===== config.mk =====
export PLATFORM = sky130hd
export DESIGN_NAME = pgflash_seq
export DESIGN_NICKNAME = d
export VERILOG_FILES = /design/src/rtl/pgflash_pkg.sv /design/src/rtl/pgflash_hdr.sv /design/src/rtl/pgflash_shift.sv /design/src/rtl/pgflash_seq.sv
export SDC_FILE = /design/constraint.sdc
export NUM_CORES = 1
export LEC_CHECK = 0
export ABC_AREA = 1
export CAP_MARGIN = 20
export CELL_PAD_IN_SITES_DETAIL_PLACEMENT = 1
export CELL_PAD_IN_SITES_GLOBAL_PLACEMENT = 2
export CORE_ASPECT_RATIO = 1.2
export CORE_MARGIN = 10
export CORE_UTILIZATION = 32
export CTS_BUF_LIST = sky130_fd_sc_hd__clkbuf_8
export CTS_CLUSTER_DIAMETER = 150
export DETAILED_ROUTE_END_ITERATION = 8
export PLACE_DENSITY_LB_ADDON = 0.2
export RECOVER_POWER = 100
export SYNTH_ARGS = -nofsm -noshare
export SYNTH_HDL_FRONTEND = slang
export SYNTH_HIERARCHICAL = 1
export SYNTH_SLANG_ARGS = --single-unit

===== constraint.sdc =====
create_clock -name clk -period 1.8 [get_ports clk]
set_clock_uncertainty 0.05 [all_clocks]
set_input_delay 0.36 -clock clk [delete_from_list [all_inputs] [get_ports clk]]
set_output_delay 0.36 -clock clk [all_outputs]
set_load 0.02 [all_outputs]

===== src/rtl/pgflash_pkg.sv =====
package pgflash_pkg;

   typedef enum logic [2:0] {
      OP_RDPAGE = 3'd0,
      OP_LOAD   = 3'd1,
      OP_BUFWR  = 3'd2,
      OP_PROG   = 3'd3,
      OP_STAT   = 3'd4
   } op_e;

   typedef enum logic [1:0] {
      S_IDLE,
      S_NEXT,
      S_SHIFT,
      S_GAP
   } st_e;

   typedef enum logic [2:0] {
      PH_HDR,
      PH_DUMMY,
      PH_DATA,
      PH_PHDR,
      PH_PRD
   } ph_e;

   localparam logic [7:0] STATUS_OPC = 8'h57;

   function automatic logic [7:0] opcode_of(op_e op);
      case (op)
         OP_RDPAGE: return 8'h52;
         OP_LOAD:   return 8'h53;
         OP_BUFWR:  return 8'h84;
         OP_PROG:   return 8'h83;
         default:   return STATUS_OPC;
      endcase
   endfunction

endpackage


===== src/rtl/pgflash_hdr.sv =====
module pgflash_hdr
   import pgflash_pkg::*;
#(
   parameter int PAGE_W = 10,
   parameter int OFF_W  = 9
) (
   input  op_e               op,
   input  logic [PAGE_W-1:0] page,
   input  logic [OFF_W-1:0]  off,
   input  logic [1:0]        idx,
   output logic [7:0]        hbyte
);
   localparam int ADDR_W = 24;

   if (PAGE_W + OFF_W > ADDR_W) begin : g_bad_addr
      $error("page and offset fields exceed the 24-bit address");
   end

   logic [ADDR_W-1:0] addr;

   always_comb begin
      case (op)
         OP_RDPAGE:       addr = ADDR_W'({page, off});
         OP_LOAD, OP_PROG: addr = ADDR_W'({page, {OFF_W{1'b0}}});
         OP_BUFWR:        addr = ADDR_W'(off);
         default:         addr = '0;
      endcase
   end

   always_comb begin
      case (idx)
         2'd0:    hbyte = opcode_of(op);
         2'd1:    hbyte = addr[23:16];
         2'd2:    hbyte = addr[15:8];
         default: hbyte = addr[7:0];
      endcase
   end
endmodule


===== src/rtl/pgflash_shift.sv =====
module pgflash_shift #(
   parameter int HALF_DIV = 2
) (
   input  logic       clk,
   input  logic       rst_n,
   input  logic       go,
   input  logic [7:0] tx,
   input  logic       miso,
   output logic       sck,
   output logic       mosi,
   output logic       done,
   output logic [7:0] rx
);
   if (HALF_DIV < 1) begin : g_bad_div
      $error("HALF_DIV must be at least 1");
   end

   logic       active;
   logic       tick;
   logic [3:0] edges;
   logic [7:0] tsr;
   logic [7:0] rsr;
   logic       sck_q;

   if (HALF_DIV == 1) begin : g_fast
      assign tick = 1'b1;
   end else begin : g_div
      localparam int DW = $clog2(HALF_DIV);
      logic [DW-1:0] dcnt;
      always_ff @(posedge clk or negedge rst_n) begin
         if (!rst_n)                  dcnt <= '0;
         else if (!active || tick)    dcnt <= '0;
         else                         dcnt <= dcnt + DW'(1);
      end
      assign tick = active && (dcnt == DW'(HALF_DIV - 1));
   end

   always_ff @(posedge clk or negedge rst_n) begin
      if (!rst_n) begin
         active <= 1'b0;
         edges  <= '0;
         tsr    <= '0;
         rsr    <= '0;
         sck_q  <= 1'b0;
         done   <= 1'b0;
      end else begin
         done <= 1'b0;
         if (go && !active) begin
            active <= 1'b1;
            tsr    <= tx;
            edges  <= '0;
            sck_q  <= 1'b0;
         end else if (active && tick) begin
            sck_q <= ~sck_q;
            edges <= edges + 4'd1;
            if (!sck_q) rsr <= {rsr[6:0], miso};
            else        tsr <= {tsr[6:0], 1'b0};
            if (edges == 4'd15) begin
               active <= 1'b0;
               done   <= 1'b1;
            end
         end
      end
   end

   assign sck  = sck_q;
   assign mosi = tsr[7];
   assign rx   = rsr;


   mosi_hold_chk: assert property (@(posedge clk) disable iff (!rst_n)
      (sck && $past(sck)) |-> $stable(mosi));


   sck_park_chk: assert property (@(posedge clk) disable iff (!rst_n)
      done |-> !sck);
endmodule


===== src/rtl/pgflash_seq.sv =====
module pgflash_seq
   import pgflash_pkg::*;
#(
   parameter int HALF_DIV = 2,
   parameter int PAGE_W   = 10,
   parameter int OFF_W    = 9,
   parameter int LEN_W    = 9,
   parameter int DUMMY_N  = 4
) (
   input  logic              clk,
   input  logic              rst_n,
   input  logic [2:0]        cmd_op,
   input  logic [PAGE_W-1:0] cmd_page,
   input  logic [OFF_W-1:0]  cmd_offset,
   input  logic [LEN_W-1:0]  cmd_len,
   input  logic              cmd_start,
   output logic              cmd_busy,
   output logic              cmd_done,
   input  logic [7:0]        wr_data,
   input  logic              wr_valid,
   output logic              wr_ready,
   output logic [7:0]        rd_data,
   output logic              rd_valid,
   output logic              spi_cs_n,
   output logic              spi_sck,
   output logic              spi_mosi,
   input  logic              spi_miso
);
   localparam int GAP_CYC = 2 * HALF_DIV;
   localparam int GAP_W   = $clog2(GAP_CYC + 1);
   localparam int DUM_W   = $clog2(DUMMY_N + 1);
   localparam int CNT_A   = (LEN_W > DUM_W) ? LEN_W : DUM_W;
   localparam int CNT_W   = (CNT_A > 3) ? CNT_A : 3;

   if (DUMMY_N < 1) begin : g_bad_dummy
      $error("DUMMY_N must be at least 1");
   end

   st_e               st;
   ph_e               ph;
   op_e               op_q;
   logic [PAGE_W-1:0] page_q;
   logic [OFF_W-1:0]  off_q;
   logic [LEN_W-1:0]  len_q;
   logic [CNT_W-1:0]  bcnt;
   logic [CNT_W-1:0]  dlen;
   logic [CNT_W-1:0]  hdr_n;
   logic [GAP_W-1:0]  gcnt;
   logic              poll_next;
   logic              cs_q, go_q, done_q, rdv_q;
   logic [7:0]        tx_q, rdd_q, hdr_byte, sh_rx;
   logic              sh_done;
   logic              is_wr, op_ok;

   assign op_ok = (cmd_op <= 3'd4);
   assign is_wr = (op_q == OP_BUFWR);
   assign hdr_n = (op_q == OP_STAT) ? CNT_W'(1) : CNT_W'(4);

   always_comb begin
      case (op_q)
         OP_RDPAGE, OP_BUFWR: dlen = CNT_W'(len_q);
         OP_STAT:             dlen = CNT_W'(1);
         default:             dlen = '0;
      endcase
   end

   pgflash_hdr #(.PAGE_W(PAGE_W), .OFF_W(OFF_W)) u_hdr (
      .op(op_q), .page(page_q), .off(off_q), .idx(bcnt[1:0]), .hbyte(hdr_byte)
   );

   pgflash_shift #(.HALF_DIV(HALF_DIV)) u_shift (
      .clk(clk), .rst_n(rst_n), .go(go_q), .tx(tx_q), .miso(spi_miso),
      .sck(spi_sck), .mosi(spi_mosi), .done(sh_done), .rx(sh_rx)
   );

   always_ff @(posedge clk or negedge rst_n) begin
      if (!rst_n) begin
         st        <= S_IDLE;
         ph        <= PH_HDR;
         op_q      <= OP_STAT;
         page_q    <= '0;
         off_q     <= '0;
         len_q     <= '0;
         bcnt      <= '0;
         gcnt      <= '0;
         poll_next <= 1'b0;
         cs_q      <= 1'b1;
         go_q      <= 1'b0;
         tx_q      <= '0;
         done_q    <= 1'b0;
         rdv_q     <= 1'b0;
         rdd_q     <= '0;
      end else begin
         go_q   <= 1'b0;
         done_q <= 1'b0;
         rdv_q  <= 1'b0;
         case (st)
            S_IDLE: if (cmd_start && op_ok) begin
               op_q   <= op_e'(cmd_op);
               page_q <= cmd_page;
               off_q  <= cmd_offset;
               len_q  <= cmd_len;
               cs_q   <= 1'b0;
               ph     <= PH_HDR;
               bcnt   <= '0;
               st     <= S_NEXT;
            end
            S_NEXT: case (ph)
               PH_HDR: if (bcnt < hdr_n) begin
                  tx_q <= hdr_byte; go_q <= 1'b1; st <= S_SHIFT;
               end else if (op_q == OP_RDPAGE) begin
                  ph <= PH_DUMMY; bcnt <= '0;
               end else if (op_q == OP_LOAD || op_q == OP_PROG) begin
                  cs_q <= 1'b1; poll_next <= 1'b1; gcnt <= '0; st <= S_GAP;
               end else begin
                  ph <= PH_DATA; bcnt <= '0;
               end
               PH_DUMMY: if (bcnt < CNT_W'(DUMMY_N)) begin
                  tx_q <= 8'h00; go_q <= 1'b1; st <= S_SHIFT;
               end else begin
                  ph <= PH_DATA; bcnt <= '0;
               end
               PH_DATA: if (bcnt < dlen) begin
                  if (!is_wr) begin
                     tx_q <= 8'h00; go_q <= 1'b1; st <= S_SHIFT;
                  end else if (wr_valid) begin
                     tx_q <= wr_data; go_q <= 1'b1; st <= S_SHIFT;
                  end
               end else begin
                  cs_q <= 1'b1; poll_next <= 1'b0; gcnt <= '0; st <= S_GAP;
               end
               PH_PHDR: if (bcnt == '0) begin
                  tx_q <= STATUS_OPC; go_q <= 1'b1; st <= S_SHIFT;
               end else begin
                  ph <= PH_PRD; bcnt <= '0;
               end
               PH_PRD: if (bcnt == '0) begin
                  tx_q <= 8'h00; go_q <= 1'b1; st <= S_SHIFT;
               end else begin
                  cs_q <= 1'b1; poll_next <= ~sh_rx[7]; gcnt <= '0; st <= S_GAP;
               end
               default: st <= S_IDLE;
            endcase
            S_SHIFT: if (sh_done) begin
               bcnt <= bcnt + CNT_W'(1);
               st   <= S_NEXT;
               if (ph == PH_DATA && !is_wr) begin
                  rdd_q <= sh_rx; rdv_q <= 1'b1;
               end
            end
            S_GAP: if (gcnt == GAP_W'(GAP_CYC - 1)) begin
               if (poll_next) begin
                  cs_q <= 1'b0; ph <= PH_PHDR; bcnt <= '0; st <= S_NEXT;
               end else begin
                  done_q <= 1'b1; st <= S_IDLE;
               end
            end else begin
               gcnt <= gcnt + GAP_W'(1);
            end
            default: st <= S_IDLE;
         endcase
      end
   end

   assign cmd_busy = (st != S_IDLE);
   assign cmd_done = done_q;
   assign rd_data  = rdd_q;
   assign rd_valid = rdv_q;
   assign spi_cs_n = cs_q;
   assign wr_ready = (st == S_NEXT) && (ph == PH_DATA) && is_wr && (bcnt < dlen);

   // high-time counter of chip select, saturating, for the frame spacing check
   logic [GAP_W-1:0] hi_cnt;
   always_ff @(posedge clk or negedge rst_n) begin
      if (!rst_n)                              hi_cnt <= GAP_W'(GAP_CYC);
      else if (!spi_cs_n)                      hi_cnt <= '0;
      else if (hi_cnt != GAP_W'(GAP_CYC))      hi_cnt <= hi_cnt + GAP_W'(1);
   end


   cs_gap_chk: assert property (@(posedge clk) disable iff (!rst_n)
      $fell(spi_cs_n) |-> (hi_cnt == GAP_W'(GAP_CYC)));


   sck_idle_chk: assert property (@(posedge clk) disable iff (!rst_n)
      spi_cs_n |-> !spi_sck);


   done_pulse_chk: assert property (@(posedge clk) disable iff (!rst_n)
      cmd_done |=> !cmd_done);


   done_idle_chk: assert property (@(posedge clk) disable iff (!rst_n)
      cmd_done |-> (!cmd_busy && spi_cs_n));


   rd_in_frame_chk: assert property (@(posedge clk) disable iff (!rst_n)
      rd_valid |-> !spi_cs_n);


   wr_in_frame_chk: assert property (@(posedge clk) disable iff (!rst_n)
      (wr_valid && wr_ready) |-> (!spi_cs_n && !spi_sck));
endmodule


==> results.sh <==
export IMPL_p_int_mw=2.88
export IMPL_clk_latency_ns=0.38
export IMPL_cts_tree="built"
export IMPL_p_per_area_nw_per_um2=544
export IMPL_rsz0062_at_grt="true"
export IMPL_numClockSinks=93
export IMPL_drc=0
export IMPL_fin_crit_ns=2.58
export IMPL_ys_types=43
export IMPL_timing_rr_end="tx_q[4]"
export IMPL_final_antenna_net_count=0
export IMPL_p_switching_mw=0.887
export IMPL_holdPathStages=1
export IMPL_grt_pass1_vias=4880
export IMPL_dieArea_sq_um=21800
export IMPL_worst_slack_ns=-0.784
export IMPL_htreeDepth=3
export IMPL_hp_class="reg2reg"
export IMPL_tns_ns=-13.22
export IMPL_yosys_area_top_type_share=0.438
export IMPL_worst_slew_pin_slew_ns=0.886
export IMPL_fin_area_sq_um=6930
export IMPL_yosysMostFrequentCell="nand2_1"
export IMPL_vdd_drop_max_uv=385
export IMPL_netlist_area_sq_um=5190
export IMPL_max_stage_delay_ns=0.57
export IMPL_start_util=0.330
export IMPL_ys_ff_latch=93
export IMPL_n_fill_cell=1911
export IMPL_grt_start_max_net_pins=94
export IMPL_place_detailed_hpwl_um=11700
export IMPL_overflow=0
export IMPL_hp_start="u_shift/g_div.dcnt"
export IMPL_start_kind="flip-flop"
export IMPL_slew_limit_headroom=0.409
export IMPL_die_w_um=136
export IMPL_place_gp_congestion=0.819
export IMPL_grt_pass1_wl_um=25200
export IMPL_ff_latch_area_sq_um=2330
export IMPL_drive_gt1_frac=0.291
export IMPL_timing_rr_start="op_q[0]"
export IMPL_synthArstFlopShare=1.00
export IMPL_setup_violations_final=66
export IMPL_yosysSeqAreaShare=0.448
export IMPL_cts_inserted_buffers=9
export IMPL_num_vias=4516
export IMPL_drt_initial_drc_count=214
export IMPL_path_max_fanout=4
export IMPL_synth_edff_count=0
export IMPL_avgSynthCellArea_sq_um=8.37
export IMPL_wl_per_cell_um=16.1
export IMPL_p_sw_frac=0.235
export IMPL_io_buffers=58
export IMPL_area_growth_pct=33.3
export IMPL_fin_nets=798
export IMPL_placed_cell_area_sq_um=6380
export IMPL_ys_flop_type="dfrtp_1"
export IMPL_drv_slew=0
export IMPL_arrival_ns=2.17
export IMPL_cts_max_path_buffers=2
export IMPL_violations="negative setup slack"
export IMPL_timing_fmax_mhz=387
export IMPL_n_antenna_cell=0
export IMPL_die_h_um=160
export IMPL_synth_area_leaders="dfrtp_1, nand2_1, mux2_2"
export IMPL_reg2reg_slack_ns=-0.49
export IMPL_row_count=50
export IMPL_cts_clk_slew_worst_paths_ns=0.10
export IMPL_pwr_share_comb=0.040
export IMPL_power_frac_clock=0.406
export IMPL_crit_path_end_kind="primary output"
export IMPL_slowest_stage="dfstp_2"
export IMPL_power_leakage_nw=3.51
export IMPL_multiInputGateArea_sq_um=2880
export IMPL_outcome="finished with violations"
export IMPL_fin_crit_sh=1.44
export IMPL_final_util=0.439
export IMPL_rr_worst_depth=14
export IMPL_required_ns=1.39
export IMPL_worst_setup_path_type="reg2out"
export IMPL_seqPwrFrac=0.554
export IMPL_drt_pass1_iter_count=4
export IMPL_final_hold_viol_count=0
export IMPL_whs_endpoint="u_shift/g_div.dcnt"
export IMPL_antenna_found_initial=0
export IMPL_yosys_warnings=6
export IMPL_cts_root_buffer="clkbuf_8"
export IMPL_synth_largest_area_cell="dfrtp_1"
export IMPL_viasPerCell=4.74
export IMPL_gr_usage_all_layers=0.142
export IMPL_io_pins=59
export IMPL_cap_violations=0
export IMPL_synthTopCellsByCount="nand2_1, dfrtp_1, nand3_1, nor2_1, inv_1"
export IMPL_totalWireLength_um=15300
export IMPL_syn_num_nets=679
export IMPL_synthCells=621
export IMPL_core_sq_um=15800
export IMPL_worstPathCellList="nor2_4 -> clkbuf_16 -> nand2_2 -> ha_4 -> nand2_4 -> inv_2 -> nand2_2 -> nor2_1 -> nand2_1 -> nand4_1 -> nor2_4 -> buf_6"
logic make-up (layout without fill, tap and decap cells):
kind of cell	after synthesis	count (layout)	synth area share
buf+inv	61	182	0.0617
simple gates	361	364	0.317
xor+xnor	5	5	0.00843
compound gates	58	58	0.0679
mux	29	29	0.0629
flops	93	93	0.448
fa+ha+maj	14	14	0.0337
per-layer routing:
metal	vias to the layer above	share of wire	track usage
met4	0	0.014	0.0475
li1	2259	-	-
met1	2193	0.44	0.173
met3	15	0.026	0.0236
met5	-	0	0
met2	49	0.52	0.245
cell usage in the layout, fill, tap and decap left out, types with 3 or more instances in the layout:
| cell | count |
|---|---|
| nand2_1 | 175 |
| dfrtp_1 | 91 |
| nand3_1 | 52 |
| buf_4 | 47 |
| clkdlybuf4s50_1 | 45 |
| nor2_1 | 43 |
| inv_1 | 32 |
| mux2_2 | 29 |
| nand2_2 | 28 |
| o21ai_0 | 17 |
| o21ai_1 | 14 |
| nor2_4 | 13 |
| nand2_4 | 13 |
| a21oi_1 | 12 |
| inv_2 | 11 |
| clkbuf_8 | 10 |
| nor2_2 | 9 |
| nand4_1 | 8 |
| ha_4 | 8 |
| dlygate4sd2_1 | 8 |
| buf_6 | 7 |
| ha_1 | 6 |
| o21ai_2 | 5 |
| nand3_2 | 4 |
| nor3_1 | 4 |
| nand3b_1 | 4 |
| inv_4 | 3 |
| or2_2 | 3 |
| a22o_1 | 3 |
| xor2_1 | 3 |
| inv_6 | 3 |
| buf_2 | 3 |
repair_timing:
item | in CTS | in global routing
hold buffers | 1 | 0
endpoints found under the hold margin | 27 | 0
pin swaps | 12 | 21
gates resized for setup | 56 | 47
setup buffers | 4 | 3
gates cloned | 2 | 3
setup endpoints to repair | 65 | 40
power groups by stage:
stage,Clock (mW),Sequential [mW],Combinational [mW]
2_1_floorplan,0,2.13,0.00231
3_3_place_gp,0,2.13,0.157
3_5_place_dp,0,2.13,0.159
4_1_cts,1.61,2.09,0.161
5_1_grt,1.68,2.09,0.166
6_report,1.53,2.09,0.151
per-stage QoR:
| stage | cells | setup slack, ns | hold slack (ns) | power (mW) |
|---|---|---|---|---|
| after CTS | 948 | -0.822 | 0.439 | 3.85 |
| after global placement | 926 | -0.857 | 0.401 | 2.29 |
| after global routing | 953 | -0.936 | 0.406 | 3.94 |
| after floorplan | 621 | -0.306 | 0.0144 | 2.13 |
| final | 953 | -0.784 | 0.384 | 3.77 |
| after detailed placement | 926 | -0.897 | 0.403 | 2.29 |
flip-flops by register name, summed over array words and instances, names as in the netlist, 2 cells and up:
name	count
off_q	9
st	2
u_shift/tsr	8
u_shift/edges	4
ph	3
bcnt	9
len_q	9
page_q	10
tx_q	8
rd_data	8
u_shift/rx	8
op_q	3
gcnt	3
critical path: cells and delay by family (launching register included):
family	cells	cell delay, ns
simple gates	8	0.73
fa+ha+maj	1	0.20
flops	1	0.57
buf+inv	3	0.31
layout make-up:
cell class              count  area share
clock inverters             6      0.0110
multi-input cells         470       0.416
inverters                  48      0.0275
flip-flops and latches     93       0.336
clock buffers              10      0.0199
repair buffers            118       0.152
well taps                 208      0.0376
worst max path at each step:
stage,from,end,slack [ns],cells past startpoint
final,op_q[2],wr_ready,-0.78,12
after global routing,op_q[0],wr_ready,-0.94,12
after CTS,op_q[2],wr_ready,-0.82,12
after detailed placement,op_q[2],wr_ready,-0.90,12
after global placement,op_q[2],wr_ready,-0.86,9
after floorplan,op_q[2],wr_ready,-0.31,11
Power figures use the tool's default switching activity.
